## src/rtl/cbm_pkg.sv

```systemverilog
package cbm_pkg;
  localparam int BANK_W = 8;
  localparam int OFF_W  = 16;
  localparam int ADDR_W = BANK_W + OFF_W;
  localparam int KEY_BIT = 7;

  localparam logic [OFF_W-1:0] REG_WIN_OFF = 16'h5000;
  localparam logic [4:0]       SRAM_BANK_HI = 5'b00010;
  localparam logic [3:0]       SRAM_OFF_HI  = 4'h5;

  typedef enum logic [2:0] {
    TGT_NONE  = 3'd0,
    TGT_FLASH = 3'd1,
    TGT_PSRAM = 3'd2,
    TGT_ROM   = 3'd3,
    TGT_SRAM  = 3'd4,
    TGT_CTRL  = 3'd5
  } tgt_e;

  typedef struct packed {
    logic main_ps;
    logic high;
    logic ov60;
    logic keep40;
    logic keep50;
    logic rom_lo;
    logic rom_hi;
  } map_cfg_t;

  function automatic logic [ADDR_W-1:0] main_ofs(input logic high,
                                                 input logic [BANK_W-1:0] bank,
                                                 input logic [OFF_W-1:0] off);
    if (high) return {2'b00, bank[5:0], off};
    return {2'b00, bank[6:0], off[14:0]};
  endfunction

  function automatic logic [ADDR_W-1:0] rom_ofs(input logic [BANK_W-1:0] bank,
                                                input logic [OFF_W-1:0] off);
    return {4'b0000, bank[4:0], off[14:0]};
  endfunction

  function automatic logic [ADDR_W-1:0] psram_ofs(input logic [BANK_W-1:0] bank,
                                                  input logic [OFF_W-1:0] off,
                                                  input int aw);
    logic [ADDR_W-1:0] mask;
    mask = (ADDR_W'(1) << aw) - ADDR_W'(1);
    return {bank, off} & mask;
  endfunction

  function automatic logic [ADDR_W-1:0] sram_ofs(input logic [BANK_W-1:0] bank,
                                                 input logic [OFF_W-1:0] off);
    return {9'd0, bank[2:0], off[11:0]};
  endfunction
endpackage

```

## src/rtl/cbm_ctrl_regs.sv

```systemverilog
module cbm_ctrl_regs
  import cbm_pkg::*;
#(
  parameter int NREG  = 16,
  parameter int DW    = 8,
  parameter int IDX_W = $clog2(NREG)
) (
  input  logic             clk,
  input  logic             rst_n,
  input  logic             wr_en,
  input  logic [IDX_W-1:0] widx,
  input  logic [DW-1:0]    wdata,
  input  logic [IDX_W-1:0] ridx,
  output logic [DW-1:0]    rdata,
  output map_cfg_t         cfg_q,
  output logic             commit_evt
);
  localparam logic [IDX_W-1:0] COMMIT_IDX = IDX_W'(14);
  localparam map_cfg_t CFG_RST = '{main_ps: 1'b0, high: 1'b0, ov60: 1'b0,
                                   keep40: 1'b0, keep50: 1'b0,
                                   rom_lo: 1'b1, rom_hi: 1'b1};

  logic [DW-1:0] stg_q [NREG];
  map_cfg_t      cfg_nxt;

  for (genvar gi = 0; gi < NREG; gi++) begin : g_reg
    localparam logic [DW-1:0] RV = (gi == 7 || gi == 8) ? (DW'(1) << KEY_BIT) : '0;
    always_ff @(posedge clk or negedge rst_n) begin
      if (!rst_n)                                 stg_q[gi] <= RV;
      else if (wr_en && widx == IDX_W'(gi))       stg_q[gi] <= wdata;
    end
  end

  assign commit_evt = wr_en && (widx == COMMIT_IDX) && wdata[KEY_BIT];

  always_comb begin
    cfg_nxt.main_ps = stg_q[1][KEY_BIT];
    cfg_nxt.high    = stg_q[2][KEY_BIT];
    cfg_nxt.ov60    = stg_q[3][KEY_BIT];
    cfg_nxt.keep40  = stg_q[5][KEY_BIT];
    cfg_nxt.keep50  = stg_q[6][KEY_BIT];
    cfg_nxt.rom_lo  = stg_q[7][KEY_BIT];
    cfg_nxt.rom_hi  = stg_q[8][KEY_BIT];
  end

  always_ff @(posedge clk or negedge rst_n) begin
    if (!rst_n)          cfg_q <= CFG_RST;
    else if (commit_evt) cfg_q <= cfg_nxt;
  end

  assign rdata = stg_q[ridx];

  AST_WRITE_LANDS: assert property (@(posedge clk) disable iff (!rst_n)
    wr_en |=> stg_q[$past(widx)] == $past(wdata));
  AST_STAGE_HOLD: assert property (@(posedge clk) disable iff (!rst_n)
    (wr_en && !commit_evt) |=> $stable(cfg_q));
  AST_COMMIT_TAKE: assert property (@(posedge clk) disable iff (!rst_n)
    commit_evt |=> (cfg_q.main_ps == $past(stg_q[1][KEY_BIT]) &&
                    cfg_q.rom_hi  == $past(stg_q[8][KEY_BIT])));
endmodule

```

## src/rtl/cbm_window.sv

```systemverilog
module cbm_window
  import cbm_pkg::*;
#(
  parameter int NREG  = 16,
  parameter int IDX_W = $clog2(NREG)
) (
  input  logic [BANK_W-1:0] bank,
  input  logic [OFF_W-1:0]  off,
  output logic              hit_reg,
  output logic              hit_sram,
  output logic [IDX_W-1:0]  reg_idx
);
  assign hit_reg  = (bank < BANK_W'(NREG)) && (off == REG_WIN_OFF);
  assign hit_sram = (bank[7:3] == SRAM_BANK_HI) && (off[15:12] == SRAM_OFF_HI);
  assign reg_idx  = bank[IDX_W-1:0];
endmodule

```

## src/rtl/cbm_layout.sv

```systemverilog
module cbm_layout
  import cbm_pkg::*;
#(
  parameter int PSRAM_AW = 19
) (
  input  logic [BANK_W-1:0] bank,
  input  logic [OFF_W-1:0]  off,
  input  map_cfg_t          cfg,
  output tgt_e              sel,
  output logic [ADDR_W-1:0] ofs
);
  logic upper;
  logic hit_main, hit_ov60, hit_40, hit_50, hit_rlo, hit_rhi, hit_fix;
  logic lin_bank, full_bank, mirror_bank;
  tgt_e main_src;
  logic [ADDR_W-1:0] ps_ofs;

  assign upper       = off[15];
  assign lin_bank    = (bank <= 8'h7D) || bank[7];
  assign full_bank   = (bank >= 8'h40 && bank <= 8'h7D) || (bank >= 8'hC0);
  assign mirror_bank = !bank[6];
  assign hit_main    = cfg.high ? (full_bank || (mirror_bank && upper))
                                : (lin_bank && upper);
  assign hit_ov60    = cfg.ov60    && (bank[7:4] == 4'h6);
  assign hit_40      = !cfg.keep40 && (bank[7:4] == 4'h4);
  assign hit_50      = !cfg.keep50 && (bank[7:4] == 4'h5);
  assign hit_rlo     = cfg.rom_lo  && (bank[7:5] == 3'b000) && upper;
  assign hit_rhi     = cfg.rom_hi  && (bank[7:5] == 3'b100) && upper;
  assign hit_fix     = ((bank[7:5] == 3'b001) && (off[15:13] == 3'b011)) ||
                       (bank[7:3] == 5'b01110);
  assign main_src    = cfg.main_ps ? TGT_PSRAM : TGT_FLASH;
  assign ps_ofs      = psram_ofs(bank, off, PSRAM_AW);

  always_comb begin
    sel = TGT_NONE;
    ofs = '0;
    if (hit_main) begin
      sel = main_src;
      ofs = cfg.main_ps ? ps_ofs : main_ofs(cfg.high, bank, off);
    end
    if (hit_ov60 || hit_40 || hit_50) begin
      sel = TGT_PSRAM;
      ofs = ps_ofs;
    end
    if (hit_rlo || hit_rhi) begin
      sel = TGT_ROM;
      ofs = rom_ofs(bank, off);
    end
    if (hit_fix) begin
      sel = TGT_PSRAM;
      ofs = ps_ofs;
    end
  end
endmodule

```

## src/rtl/cbm_mapper.sv

```systemverilog
module cbm_mapper
  import cbm_pkg::*;
#(
  parameter int NREG     = 16,
  parameter int DW       = 8,
  parameter int PSRAM_AW = 19
) (
  input  logic              clk,
  input  logic              rst_n,
  input  logic [23:0]       bus_addr,
  input  logic              bus_wr,
  input  logic [DW-1:0]     bus_wdata,
  output logic [2:0]        tgt_sel,
  output logic [23:0]       tgt_ofs,
  output logic [DW-1:0]     reg_rdata
);
  localparam int IDX_W = $clog2(NREG);

  logic [BANK_W-1:0] bank;
  logic [OFF_W-1:0]  off;
  logic              hit_reg, hit_sram, commit_evt;
  logic [IDX_W-1:0]  reg_idx;
  logic [DW-1:0]     reg_val;
  map_cfg_t          cfg_q;
  tgt_e              map_sel;
  logic [ADDR_W-1:0] map_ofs;

  assign bank = bus_addr[23:16];
  assign off  = bus_addr[15:0];

  cbm_window #(.NREG(NREG), .IDX_W(IDX_W)) u_win (
    .bank(bank), .off(off), .hit_reg(hit_reg), .hit_sram(hit_sram), .reg_idx(reg_idx)
  );

  cbm_ctrl_regs #(.NREG(NREG), .DW(DW), .IDX_W(IDX_W)) u_regs (
    .clk(clk), .rst_n(rst_n), .wr_en(bus_wr && hit_reg), .widx(reg_idx),
    .wdata(bus_wdata), .ridx(reg_idx), .rdata(reg_val), .cfg_q(cfg_q),
    .commit_evt(commit_evt)
  );

  cbm_layout #(.PSRAM_AW(PSRAM_AW)) u_map (
    .bank(bank), .off(off), .cfg(cfg_q), .sel(map_sel), .ofs(map_ofs)
  );

  always_comb begin
    if (hit_reg) begin
      tgt_sel = TGT_CTRL;
      tgt_ofs = ADDR_W'(reg_idx);
    end else if (hit_sram) begin
      tgt_sel = TGT_SRAM;
      tgt_ofs = sram_ofs(bank, off);
    end else begin
      tgt_sel = map_sel;
      tgt_ofs = map_ofs;
    end
  end

  assign reg_rdata = hit_reg ? reg_val : '0;

  AST_FIXED_PSRAM: assert property (@(posedge clk) disable iff (!rst_n)
    (bus_addr[23:19] == 5'b01110) |-> (tgt_sel == TGT_PSRAM));
  AST_PSRAM_WRAP: assert property (@(posedge clk) disable iff (!rst_n)
    (tgt_sel == TGT_PSRAM) |-> (tgt_ofs < (ADDR_W'(1) << PSRAM_AW)));
  AST_ROM_UPPER: assert property (@(posedge clk) disable iff (!rst_n)
    (tgt_sel == TGT_ROM) |-> bus_addr[15]);
  AST_NONE_ZERO: assert property (@(posedge clk) disable iff (!rst_n)
    (tgt_sel == TGT_NONE) |-> (tgt_ofs == '0));
endmodule

```

## config.mk

```make
export PLATFORM = sky130hd
export DESIGN_NAME = cbm_mapper
export DESIGN_NICKNAME = d
export VERILOG_FILES = /design/src/rtl/cbm_pkg.sv /design/src/rtl/cbm_ctrl_regs.sv /design/src/rtl/cbm_window.sv /design/src/rtl/cbm_layout.sv /design/src/rtl/cbm_mapper.sv
export SDC_FILE = /design/constraint.sdc
export NUM_CORES = 1
export LEC_CHECK = 0
export BUFFER_PORTS_ARGS = -buffer_cell sky130_fd_sc_hd__buf_2
export CORE_ASPECT_RATIO = 0.6
export CORE_MARGIN = 10
export CORE_UTILIZATION = 64
export CTS_BUF_LIST = sky130_fd_sc_hd__clkbuf_16
export CTS_CLUSTER_DIAMETER = 50
export DETAILED_ROUTE_END_ITERATION = 6
export GPL_ROUTABILITY_DRIVEN = 0
export MAX_ROUTING_LAYER = met4
export PLACE_DENSITY = 0.88
export SLEW_MARGIN = 20
export SYNTH_ARGS = -nofsm -noshare
export SYNTH_HDL_FRONTEND = slang
export SYNTH_SLANG_ARGS = --single-unit
export TNS_END_PERCENT = 1
```

## constraint.sdc

```tcl
create_clock -name clk -period 4.4 [get_ports clk]
set_clock_uncertainty 0.15 [all_clocks]
set_input_delay 0 -clock clk [delete_from_list [all_inputs] [get_ports clk]]
set_output_delay 0 -clock clk [all_outputs]
set_load 0.1 [all_outputs]
```

After elaboration in Yosys (flattened, before gate mapping):

Index checks and enable logic that the tools add are counted.

* register bits: 135
* input bits: 35
* output and inout port bits: 35

* magnitude comparators: 5
* equality and inequality tests: 25
* multiplexer cells: 23
* bitwise operators: 1
* reductions and logical operators: 43

Operators by type and width (number)
* 2-to-1 mux 24 bit: 9
* binary-select mux 8 bit (select 4 bit): 1
* == test 4 x 3 -> 1 bit, second input constant: 8
* == test 4 bit, second input constant: 8
* logical AND 1 bit: 31
* 2-to-1 mux 8 bit: 3
* 2-to-1 mux 3 bit: 6
* == test 16 x 15 -> 1 bit, second input constant: 1
* == test 4 x 2 -> 1 bit, second input constant: 2
* >= comparator 8 x 7 -> 1 bit, second input constant: 1
* >= comparator 8 bit, second input constant: 1
* <= comparator 8 x 7 -> 1 bit, second input constant: 1
* < comparator 8 x 5 -> 1 bit, second input constant: 1
* logical OR 1 bit: 7
* == test 5 x 2 -> 1 bit, second input constant: 1
* == test 5 x 4 -> 1 bit, second input constant: 1
* >= comparator 5 bit, second input constant: 1
* inverter 4 -> 5 bit: 1
* == test 4 x 1 -> 1 bit, second input constant: 1
* zero test 4 bit: 1
* == test 3 x 1 -> 1 bit, second input constant: 1
* == test 3 x 2 -> 1 bit, second input constant: 1
* == test 3 bit, second input constant: 1
* zero test 1 bit: 3
* 3 further kinds: 5

Depth between registers and ports, before layout:

Gate-level depths: netlist of the first run.

* word-level depth: 14
* depth in mapped cells: 6

Cells and area by module:

Synthesis of the first run repeated with hierarchy kept, for this count alone.

* cells, all modules: 531
* area total of the unflattened synthesis: 7210.7 um^2

Modules (own cells, without submodules)
* cbm_ctrl_regs: instances 1, cells each 381, area an instance 6097.1 um^2, sequential area each 3383.2 um^2
* cbm_layout: instances 1, cells each 73, area an instance 571.8 um^2, sequential area each 0.0 um^2
* cbm_mapper: instances 1, cells each 62, area an instance 422.9 um^2, sequential area each 0.0 um^2
* cbm_window: instances 1, cells each 15, area an instance 118.9 um^2, sequential area each 0.0 um^2

Least setup slack after synthesis of the first run:

Ideal clock, no wire load.

* kind: register to output
* start point: reg u_regs.cfg_q[5] (netlist name)
* end point: out tgt_ofs[20]
* arrival time: 4069 ps
* path slack: 181 ps
* stages on the path, launching flop included: 6
* buffers on the path: 1
* cells stage by stage: dfrtp_1 > clkbuf_1 > a21oi_1 > a31o_2 > or2_2 > nor4_1

* cells in the longest elaborated chain, start to end: 10
* elaborated cells between the ends (all ways): 11

Ends and longest elaborated chain
* 2-to-1 mux 1 bit: line cbm_pkg.sv:33 `if (high) return {2'b00, bank[5:0], off};`
* 2-to-1 mux 1 bit: line cbm_layout.sv:37 `if (hit_main) begin`
* 2-to-1 mux 24 bit: line cbm_pkg.sv:34 `return {2'b00, bank[6:0], off[14:0]};`
* 2-to-1 mux 24 bit: line cbm_layout.sv:39 `ofs = cfg.main_ps ? ps_ofs : main_ofs(cfg.high, bank, off);`
* 2-to-1 mux 24 bit (*): line cbm_layout.sv:37
* 2-to-1 mux 24 bit (*): line cbm_layout.sv:41 `if (hit_ov60 || hit_40 || hit_50) begin`
* 2-to-1 mux 24 bit (*): line cbm_layout.sv:45 `if (hit_rlo || hit_rhi) begin`
* 2-to-1 mux 24 bit (*): line cbm_layout.sv:49 `if (hit_fix) begin`
* 2-to-1 mux 24 bit (*): line cbm_mapper.sv:49 `end else if (hit_sram) begin`
* 2-to-1 mux 24 bit (*): line cbm_mapper.sv:46 `if (hit_reg) begin`
* end, declared: line cbm_mapper.sv:14 `output logic [23:0] tgt_ofs,`

Every way passes the cells marked *; elsewhere a longest branch is shown, timed or not. The select of a mux whose other input is x is not followed.

Worst setup path in the final report of the first run:

* start point: reg u_regs.cfg_q[0] (netlist name)
* end point: out tgt_ofs[18]

* cells in the longest elaborated chain, start to end: 7

Ends and longest elaborated chain
* logical AND 1 bit (2 in series): line cbm_layout.sv:28 `assign hit_rhi = cfg.rom_hi && (bank[7:5] == 3'b100) && upper;`
* logical OR 1 bit: line cbm_layout.sv:45
* 2-to-1 mux 24 bit: line cbm_layout.sv:45
* 2-to-1 mux 24 bit: line cbm_layout.sv:49
* 2-to-1 mux 24 bit: line cbm_mapper.sv:49
* 2-to-1 mux 24 bit: line cbm_mapper.sv:46

No other way between the ends.

==> metrics.md, run 1 <==
| Metric | Value |
|---|---|
| Footprint of the multi-input gates | `3840 µm²` |
| Setup TNS | `0 ps` |
| Worst Setup Start Kind | `flip-flop` |
| Peak supply drop | `0.000350 V` |
| Setup Crit Path Kind | `flip-flop to output pin` |
| Clock buffer depth | `2` |
| PortBufs | `67` |
| Cell Area, Synth | `7390 µm²` |
| Pin count of the biggest net entering global routing | `70` |
| Util after Layout | `0.752` |
| Initial antenna violation count | `1` |
| PwrDens | `342 nW/µm²` |
| Vias post-DR | `4710` |
| Post-synth EDFFs | `0` |
| Fillers | `655` |
| Hold depth | `4` |
| Synth Register Bits | `135` |
| Top Family by Delay on Critical Path | `simple AND/OR/NAND/NOR gates` |
| Hpwl dp | `12000 µm` |
| Post-CTS Setup Bufs | `0` |
| CP Buf/Inv Count | `1` |
| Drt pass-1 iters | `6` |
| CTS Buf Count | `17` |
| Initial Utilization | `0.654` |
| Avg Cell Area, Syn | `15.8 µm²` |
| Post-synthesis cell type count | `47` |
| Count of final max-slew check failures | `0` |
| Worst reg2reg path endpoint | `u_regs.cfg_q[5]` |
| Commonest cells after routing, fill and taps aside | `dfrtp_1, mux2_4, buf_2` |
| First-pass GRT wire length | `30300 µm` |
| Actual slew at the worst max-slew pin | `1050 ps` |
| Normalized max-slew margin | `0.297` |
| Top-area cell type share of the netlist area | `0.444` |
| Period minus WS final | `2800 ps` |
| Iteration-0 DRC Markers | `572` |
| Number of synthesis warnings | `0` |
| Die area | `16400 µm²` |
| F_max | `358 MHz` |
| CP max stage delay | `660 ps` |
| Seq/Total Area, Yosys | `0.458` |
| Reg2reg start | `u_regs.cfg_q[5]` |
| Most common cell after layout, fill and taps aside | `dfrtp_1` |
| DRC | `0` |
| Reg2reg setup slack | `3360 ps` |
| Outcome | `finished clean` |
| Critical Path End Type | `output pin` |
| Total track usage | `0.248` |
| Grt ovf | `0` |
| Crit path cell chain | `mux2i_1 -> nor3_1 -> o311ai_1 -> a22o_1 -> buf_2` |
| Worst Path Arrival | `2650 ps` |
| Layout area overhead | `15.0%` |
| I/O pin cnt | `70` |
| Worst-Skew Late Latency | `420 ps` |
| Vias in the first global route | `5114` |
| Core Area | `11300 µm²` |
| Die Span Y | `103 µm` |
| Clk root buf | `clkbuf_16` |
| Sink Count | `135` |
| CTS tree | `done` |
| Cell taking the most area after synthesis | `dfrtp_1` |
| Asr flop ratio synth | `1.00` |
| Post-CTS sizing | `0` |
| R2R cell count | `1` |
| Cell area after layout | `8490 µm²` |
| Hold path endpoint | `u_regs.stg_q[56]` |
| Fin. Hold Viols | `0` |
| H-Tree Depth | `4` |
| # nets final | `574` |
| Vias per cell | `6.60` |
| FF/Latch Area | `3380 µm²` |
| DRT antenna net count | `0` |
| Prevailing post-synth register cell | `dfrtp_1` |
| Max Cap Viol | `0` |
| Slowest stage cell, crit path | `nor3_1` |
| Hold path start | `bus_wr` |
| Die Width | `159 µm` |
| Synth Instances | `469` |
| Setup Viol. Count Final | `0` |
| Post-DR wirelength/cell | `26.8 µm` |
| CTS clk-pin slew, worst paths | `60 ps` |
| Placed Area | `7820 µm²` |
| Hold WC Path Type | `primary input to flip-flop` |
| Leak | `0.00406 µW` |
| Crit-path max FO | `7` |
| Synth top area cells | `dfrtp_1, mux2_4, mux4_2` |
| RSZ-0062 raised after global routing | `no` |
| Final WL | `19200 µm` |
| FP Rows | `30` |
| Tcrit/Tclk final | `0.636` |
| Cts hold-fix bufs | `11` |
| Worst EP required | `4250 ps` |
| Layout cell share with drive strength beyond 1 | `0.540` |
==> cells by family (layout without fill, tap and decap cells) <==
family | Yosys count | in the layout | share of synthesized area
AO/OA/AOI/OAI | 49 | 49 | 0.0500
buffers and inverters | 38 | 120 | 0.0229
flip-flops | 135 | 135 | 0.458
multiplexers | 171 | 171 | 0.374
other | 1 | 4 | 0.000507
AND/OR/NAND/NOR | 75 | 75 | 0.0952
==> state kept, by name (all words and copies together), names as in the netlist <==
name and flops:
u_regs.cfg_nxt 7, u_regs.stg_q 121, u_regs.cfg_q 7
==> layer usage <==
metal / GRT usage / wire (µm) / up-vias
li1: - / - / 1935
met4: 0.0830 / 418 / 0
met3: 0.0767 / 1660 / 33
met5: - / 0 / -
met2: 0.369 / 8850 / 278
met1: 0.321 / 8220 / 2464
==> Yosys cell counts (all sizes together), types with 2 or more instances <==
library cell  number
inv                6
a21oi             11
nor3              12
nor4              11
a32oi              2
nand2              4
a22o               9
buf                9
nand2b             2
and2              10
mux2i              4
o211a              2
clkbuf            23
nor2               6
nor2b              6
a22oi             16
mux2             135
mux4              32
dfrtp            131
nand3             13
dfstp              4
nand4              5
or2                2
==> metrics by stage <==
stage	hold slack, ps	std cells	power [µW]	setup WS, ps
floorplan	-446	470	1470	181
global placement	-201	669	1550	1660
detailed placement	-195	669	1560	1570
CTS	79.7	712	2910	1620
global route	108	713	2990	1440
finish	97.1	714	2910	1600
==> cell type report <==
type	count	area share
Antenna cell	2	0.000589
Multi-Input combinational cell	297	0.452
Clock buffer	17	0.0501
Timing Repair Buffer	82	0.0574
Sequential cell	135	0.398
Clock inverter	15	0.0152
Inverter	6	0.00265
Tap cell	160	0.0236
==> where the power goes <==
group,internal (µW),leakage [µW],switching (µW)
Combinational,63.8,0.00191,243
Clock,779,0.000272,579
Sequential,1240,0.00187,0.00156
Total,2080,0.00406,822
==> worst max-delay path by stage <==
stage / startpoint / end / slack [ps] / cells after the start
after global placement: bus_addr[21] / u_regs.stg_q[96] / 1660 / 5
after global routing: u_regs.cfg_q[4] / tgt_ofs[1] / 1440 / 5
after floorplan: u_regs.cfg_q[5] / tgt_ofs[20] / 180 / 5
after CTS: u_regs.cfg_q[0] / tgt_ofs[17] / 1620 / 5
final: u_regs.cfg_q[0] / tgt_ofs[18] / 1600 / 5
after detailed placement: bus_addr[21] / u_regs.stg_q[100] / 1570 / 5
==> worst min-delay path, stage by stage <==
cell and delay, ps:
buf_2 180, nand3_1 140, nor3_4 110, mux2_4 210
(Power assumes the default switching activity.)
==> run 2: changes to the inputs <==
Settings changed: CORE_UTILIZATION 64 to 54, PLACE_DENSITY 0.88 to 0.8.
Clock period 4.4 ns to 2.4 ns, I/O delays scaled along.
==> run 2 against run 1 <==
Compared with the run above:
- wire length decreased by 5.9%
- register-to-register slack got worse by 2000 ps
- die area increased by 15%
- clock-buffer cell count unchanged
- setup slack got worse by 1500 ps
- largest cell class unchanged
==> metrics.md, run 2 (synthesis results as in run 1) <==
| Metric | Value |
|---|---|
| Tcrit/Tclk final | `0.964` |
| WHS | `15.3 ps` |
| Int Power | `4100 µW` |
| Worst Setup Start Kind | `flip-flop` |
| Drt pass-1 iters | `4` |
| Leak | `0.00429 µW` |
| Reg2reg setup slack | `1390 ps` |
| Power share of the combinational group | `0.110` |
| Die Span Y | `111 µm` |
| CTS clk-pin slew, worst paths | `60 ps` |
| Period minus WS final | `2310 ps` |
| Vias in the first global route | `4979` |
| Worst-Skew Late Latency | `420 ps` |
| Power Total | `5650 µW` |
| Setup crit start | `u_regs.cfg_q[4]` |
| Most common cell after layout, fill and taps aside | `dfrtp_1` |
| Worst reg2reg path endpoint | `u_regs.cfg_q[5]` |
| Initial Utilization | `0.563` |
| CTS Buf Count | `17` |
| Clk pwr share | `0.487` |
| Hpwl dp | `12200 µm` |
| First-pass GRT wire length | `28900 µm` |
| Core Area | `13100 µm²` |
| Count of final max-slew check failures | `0` |
| R2R cell count | `1` |
| Die area | `18900 µm²` |
| Critical Path End Type | `output pin` |
| Vias per cell | `6.19` |
| Peak supply drop | `0.000527 V` |
| Worst Path Arrival | `2160 ps` |
| Top Family by Delay on Critical Path | `compound AO/OA/AOI/OAI gates` |
| Layout area overhead | `21.7%` |
| Number of flip-flops in the largest register | `121` |
| Setup Crit Path Kind | `flip-flop to output pin` |
| WP depth | `6` |
| Commonest cells after routing, fill and taps aside | `dfrtp_1, mux2_4, buf_2` |
| Final WL | `18000 µm` |
| Seq pwr share | `0.403` |
| Outcome | `finished clean` |
| Hold WC Path Type | `primary input to asynchronous set/reset pin` |
| Crit-path max FO | `14` |
| # nets final | `602` |
| Fin. Hold Viols | `0` |
| Slowest stage cell, crit path | `dfrtp_1` |
| Iteration-0 DRC Markers | `312` |
| Clock buffer depth | `2` |
| Total track usage | `0.199` |
| CP max stage delay | `380 ps` |
| Max Cap Viol | `0` |
| Vias post-DR | `4642` |
| Normalized max-slew margin | `0.622` |
| Sink Count | `135` |
| Critical path destination | `tgt_ofs[0]` |
| Clk root buf | `clkbuf_16` |
| Reg2reg start | `u_regs.cfg_q[5]` |
| PwrDens | `628 nW/µm²` |
| H-Tree Depth | `4` |
| CP Buf/Inv Count | `2` |
| Crit path cell chain | `and2b_1 -> a32oi_2 -> nand4_1 -> buf_4 -> a22o_1 -> buf_2` |
| FP Rows | `32` |
| PortBufs | `67` |
| Post-DR wirelength/cell | `24.0 µm` |
| DRT antenna net count | `0` |
| Grt ovf | `0` |
| Initial antenna violation count | `0` |
| CTS tree | `done` |
| N_diodes | `0` |
| NetSw | `1540 µW` |
| RSZ-0062 raised after global routing | `no` |
| Worst EP required | `2250 ps` |
| F_max | `432 MHz` |
| DRC | `0` |
| Actual slew at the worst max-slew pin | `567 ps` |
| Setup Viol. Count Final | `0` |
| Pin count of the biggest net entering global routing | `44` |
| Largest reg by FF count | `u_regs.stg_q` |
| Switching Fraction | `0.273` |
| Die Width | `171 µm` |
| I/O pin cnt | `70` |
| Layout cell share with drive strength beyond 1 | `0.583` |
run 2: changes by cell type in the layout (fill, tap and decap cells not counted), sizes merged:
cell	previous run	this run
buf	72	99
bufinv	1	3
clkbuf	17	19
clkinv	4	6
clkinvlp	3	1
diode	2	0
inv	13	11
dlygate4sd3	10	9
run 2: timing repair:
action / in CTS / in global routing
hold buffers: 10 / 0
endpoints found under the hold margin: 259 / 0
pin swaps: 1 / 0
gates resized for setup: 1 / 4
buffers inserted: 1 / 0
gates cloned: 0 / 0
setup endpoints to repair: 18 / 23
run 2: worst min-delay path by stage:
stage | startpoint | endpoint | cells after the start
final | rst_n | u_regs.stg_q[45] | 3
after global routing | rst_n | u_regs.stg_q[45] | 3
after CTS | rst_n | u_regs.stg_q[45] | 3
after detailed placement | rst_n | u_regs.stg_q[45] | 1
after global placement | rst_n | u_regs.stg_q[45] | 1
after floorplan | rst_n | u_regs.cfg_nxt[2] | 0
run 2: through the flow:
stage | setup slack, ps | utilization | cell area, µm² | std cells | TNS [ps]
floorplan | -560 | - | 7420 | 470 | -5510
global placement | 264 | 0.627 | 8230 | 707 | 0
detailed placement | 124 | 0.627 | 8230 | 707 | 0
CTS | -23.2 | 0.684 | 8980 | 750 | -33.8
global route | 3.84 | 0.685 | 8990 | 750 | 0
finish | 87.4 | 0.685 | 8990 | 750 | 0
run 2: cell type report:
| type | count | area [µm²] |
|---|---|---|
| fill | 855 | 4140 |
| multi-input combinational | 297 | 3880 |
| sequential | 135 | 3380 |
| timing repair buffer | 110 | 871 |
| clock buffer | 17 | 425 |
| tap | 170 | 213 |
| clock inverter | 15 | 193 |
| inverter | 6 | 22.5 |
run 2: tightest hold or removal path, cell delays in order:
cell	delay [ps]
dlygate4sd3_1	530
buf_4	190
buf_12	250
run 2: routing by layer:
layer,track usage,wire [µm],up-vias,part of all wire
li1,-,-,1987,-
met1,0.272,8310,2448,0.46
met2,0.287,8080,190,0.45
met3,0.0550,1440,17,0.080
met4,0.0499,193,0,0.011
met5,-,0,-,0
run 2: power groups by stage:
stage / Sequential [µW] / Clock, µW / Combinational, µW
floorplan: 2320 / 0 / 383
global placement: 2320 / 0 / 593
detailed placement: 2320 / 0 / 603
CTS: 2280 / 2760 / 623
global route: 2270 / 2870 / 658
finish: 2280 / 2750 / 622
==> run 3: changes to the inputs <==
Settings changed: CELL_PAD_IN_SITES_DETAIL_PLACEMENT set to 1, CELL_PAD_IN_SITES_GLOBAL_PLACEMENT set to 1, CORE_UTILIZATION 54 to 46.
==> run 3 against run 2 <==
Compared with the run above:
- register-to-register slack got worse by 20 ps
- flip-flop and latch count unchanged
- maximum frequency up 0.16%
- wire length increased by 21%
- critical path depth stayed put
- final cell count rose by 4.9%
- sequential share of layout area fell by 0.52 points
- power fell by 1.9%
- largest cell class unchanged
- largest power group unchanged
==> metrics.md, run 3 (synthesis results as in run 1) <==
| Metric | Value |
|---|---|
| Crit-path max FO | `6` |
| Iteration-0 DRC Markers | `363` |
| Final WS setup | `91.2 ps` |
| Fin. Hold Viols | `0` |
| Setup TNS | `0 ps` |
| GR Util met3 | `0.0511` |
| First-pass GRT wire length | `33700 µm` |
| Power share of the combinational group | `0.117` |
| Clk pwr share | `0.472` |
| Initial Utilization | `0.475` |
| PwrDens | `608 nW/µm²` |
| Slowest stage cell, crit path | `dfrtp_1` |
| Setup crit start | `u_regs.cfg_q[4]` |
| Met2 usage | `0.305` |
| Period minus WS final | `2310 ps` |
| Drt pass-1 iters | `5` |
| Max Cap Viol | `0` |
| Leak | `0.00430 µW` |
| Outcome | `finished clean` |
| # nets final | `605` |
| Layout cell share with drive strength beyond 1 | `0.590` |
| Non-filler instance count after layout | `787` |
| FP Rows | `35` |
| Footprint of the multi-input gates | `3920 µm²` |
| Power Total | `5540 µW` |
| Fillers | `1440` |
| CTS tree | `done` |
| Vias in the first global route | `5393` |
| Setup Crit Path Kind | `flip-flop to output pin` |
| Normalized max-slew margin | `0.537` |
| Top Family by Delay on Critical Path | `compound AO/OA/AOI/OAI gates` |
| Die Span Y | `118 µm` |
| Int Power | `3920 µW` |
| Setup Viol. Count Final | `0` |
| CTS Buf Count | `17` |
| Initial antenna violation count | `1` |
| Hpwl dp | `14400 µm` |
| Die Width | `184 µm` |
| Sink Count | `135` |
| Peak supply drop | `0.000496 V` |
| Worst Path Arrival | `2160 ps` |
| Layout area overhead | `23.4%` |
| Vias post-DR | `4782` |
| Hold WC Path Type | `primary input to asynchronous set/reset pin` |
| Critical path destination | `tgt_ofs[19]` |
| Clk root buf | `clkbuf_16` |
| WHS | `23.9 ps` |
| Critical Path End Type | `output pin` |
| Reg2reg start | `u_regs.cfg_q[6]` |
| Worst-Skew Late Latency | `420 ps` |
| DRC | `0` |
| Met1 usage | `0.276` |
| I/O pin cnt | `70` |
| WP depth | `6` |
| NetSw | `1620 µW` |
| Post-DR wirelength/cell | `27.7 µm` |
| Tcrit/Tclk final | `0.962` |
| CP Buf/Inv Count | `2` |
| H-Tree Depth | `4` |
| R2R cell count | `1` |
| Setup WS pre-CTS | `233 ps` |
| Total track usage | `0.207` |
| Final WL | `21800 µm` |
| Top Usage Layer GRT | `met2` |
| CTS clk-pin slew, worst paths | `70 ps` |
| Crit path cell chain | `and2b_1 -> a32oi_4 -> buf_4 -> o211ai_1 -> a211oi_2 -> buf_12` |
| Grt ovf | `0` |
| Clock buffer depth | `2` |
| Seq pwr share | `0.411` |
| RSZ-0062 raised after global routing | `no` |
| FF/Latch Area | `3380 µm²` |
| CP max stage delay | `370 ps` |
| Count of final max-slew check failures | `0` |
| Commonest cells after routing, fill and taps aside | `dfrtp_1, mux2_4, buf_2` |
| Pin count of the biggest net entering global routing | `53` |
| DRT antenna net count | `0` |
| Switching Fraction | `0.292` |
| Core Area | `15500 µm²` |
| PortBufs | `67` |
| Number of flip-flops in the largest register | `121` |
| Die area | `21700 µm²` |
| Reg2reg setup slack | `1370 ps` |
| Actual slew at the worst max-slew pin | `693 ps` |
| Worst reg2reg path endpoint | `u_regs.cfg_q[6]` |
| Vias per cell | `6.08` |
| Most common cell after layout, fill and taps aside | `dfrtp_1` |
| Worst EP required | `2250 ps` |
| Largest reg by FF count | `u_regs.stg_q` |
| Worst Setup Start Kind | `flip-flop` |
| Dpl cells | `743` |
| F_max | `433 MHz` |
==> run 3: changes by cell type in the layout (fill, tap and decap cells not counted), moves of 2 or more <==
cell        delta
clkinvlp_4     +2
inv_8          +3
bufinv_16      -2
buf_12         +2
clkinv_4       -2
clkbuf_4       +2
buf_4         +12
buf_2         -13
==> run 3: layout make-up <==
| class | instances | area share |
|---|---|---|
| Multi-Input combinational cell | 297 | 0.430 |
| Sequential cell | 135 | 0.371 |
| Timing Repair Buffer | 113 | 0.104 |
| Clock buffer | 17 | 0.0467 |
| Tap cell | 203 | 0.0279 |
| Clock inverter | 15 | 0.0174 |
| Inverter | 6 | 0.00247 |
| Antenna cell | 1 | 0.000274 |
==> run 3: worst min path at each step <==
stage	startpoint	endpoint	slack, ps
finish	rst_n	u_regs.stg_q[54]	20
global route	bus_wr	u_regs.stg_q[127]	60
CTS	rst_n	u_regs.stg_q[38]	20
detailed placement	rst_n	u_regs.stg_q[38]	-50
global placement	rst_n	u_regs.stg_q[38]	-80
floorplan	rst_n	u_regs.cfg_nxt[2]	-450
==> run 3: per-stage QoR <==
step / util / instance area [µm²]
finish: 0.586 / 9120
CTS: 0.582 / 9050
floorplan: - / 7420
global placement: 0.536 / 8340
global route: 0.586 / 9120
detailed placement: 0.536 / 8340
==> run 3: power by group through the flow <==
stage               clock, µW  sequential, µW  combinational (µW)
finish                   2610            2280                 650
global placement            0            2320                 602
detailed placement          0            2320                 618
CTS                      2650            2280                 636
floorplan                   0            2320                 383
global route             2760            2270                 684
==> run 3: routing by layer <==
layer,wire length [µm],share of wire
met2,10300,0.47
met1,10000,0.46
met3,1100,0.050
met5,0,0
met4,382,0.018
==> run 3: repair_timing <==
action,CTS,global route
pin swaps,0,2
setup endpoints to repair,22,21
resized for setup,8,21
hold endpoints to repair,250,0
hold buffers,9,0
buffers inserted,0,2
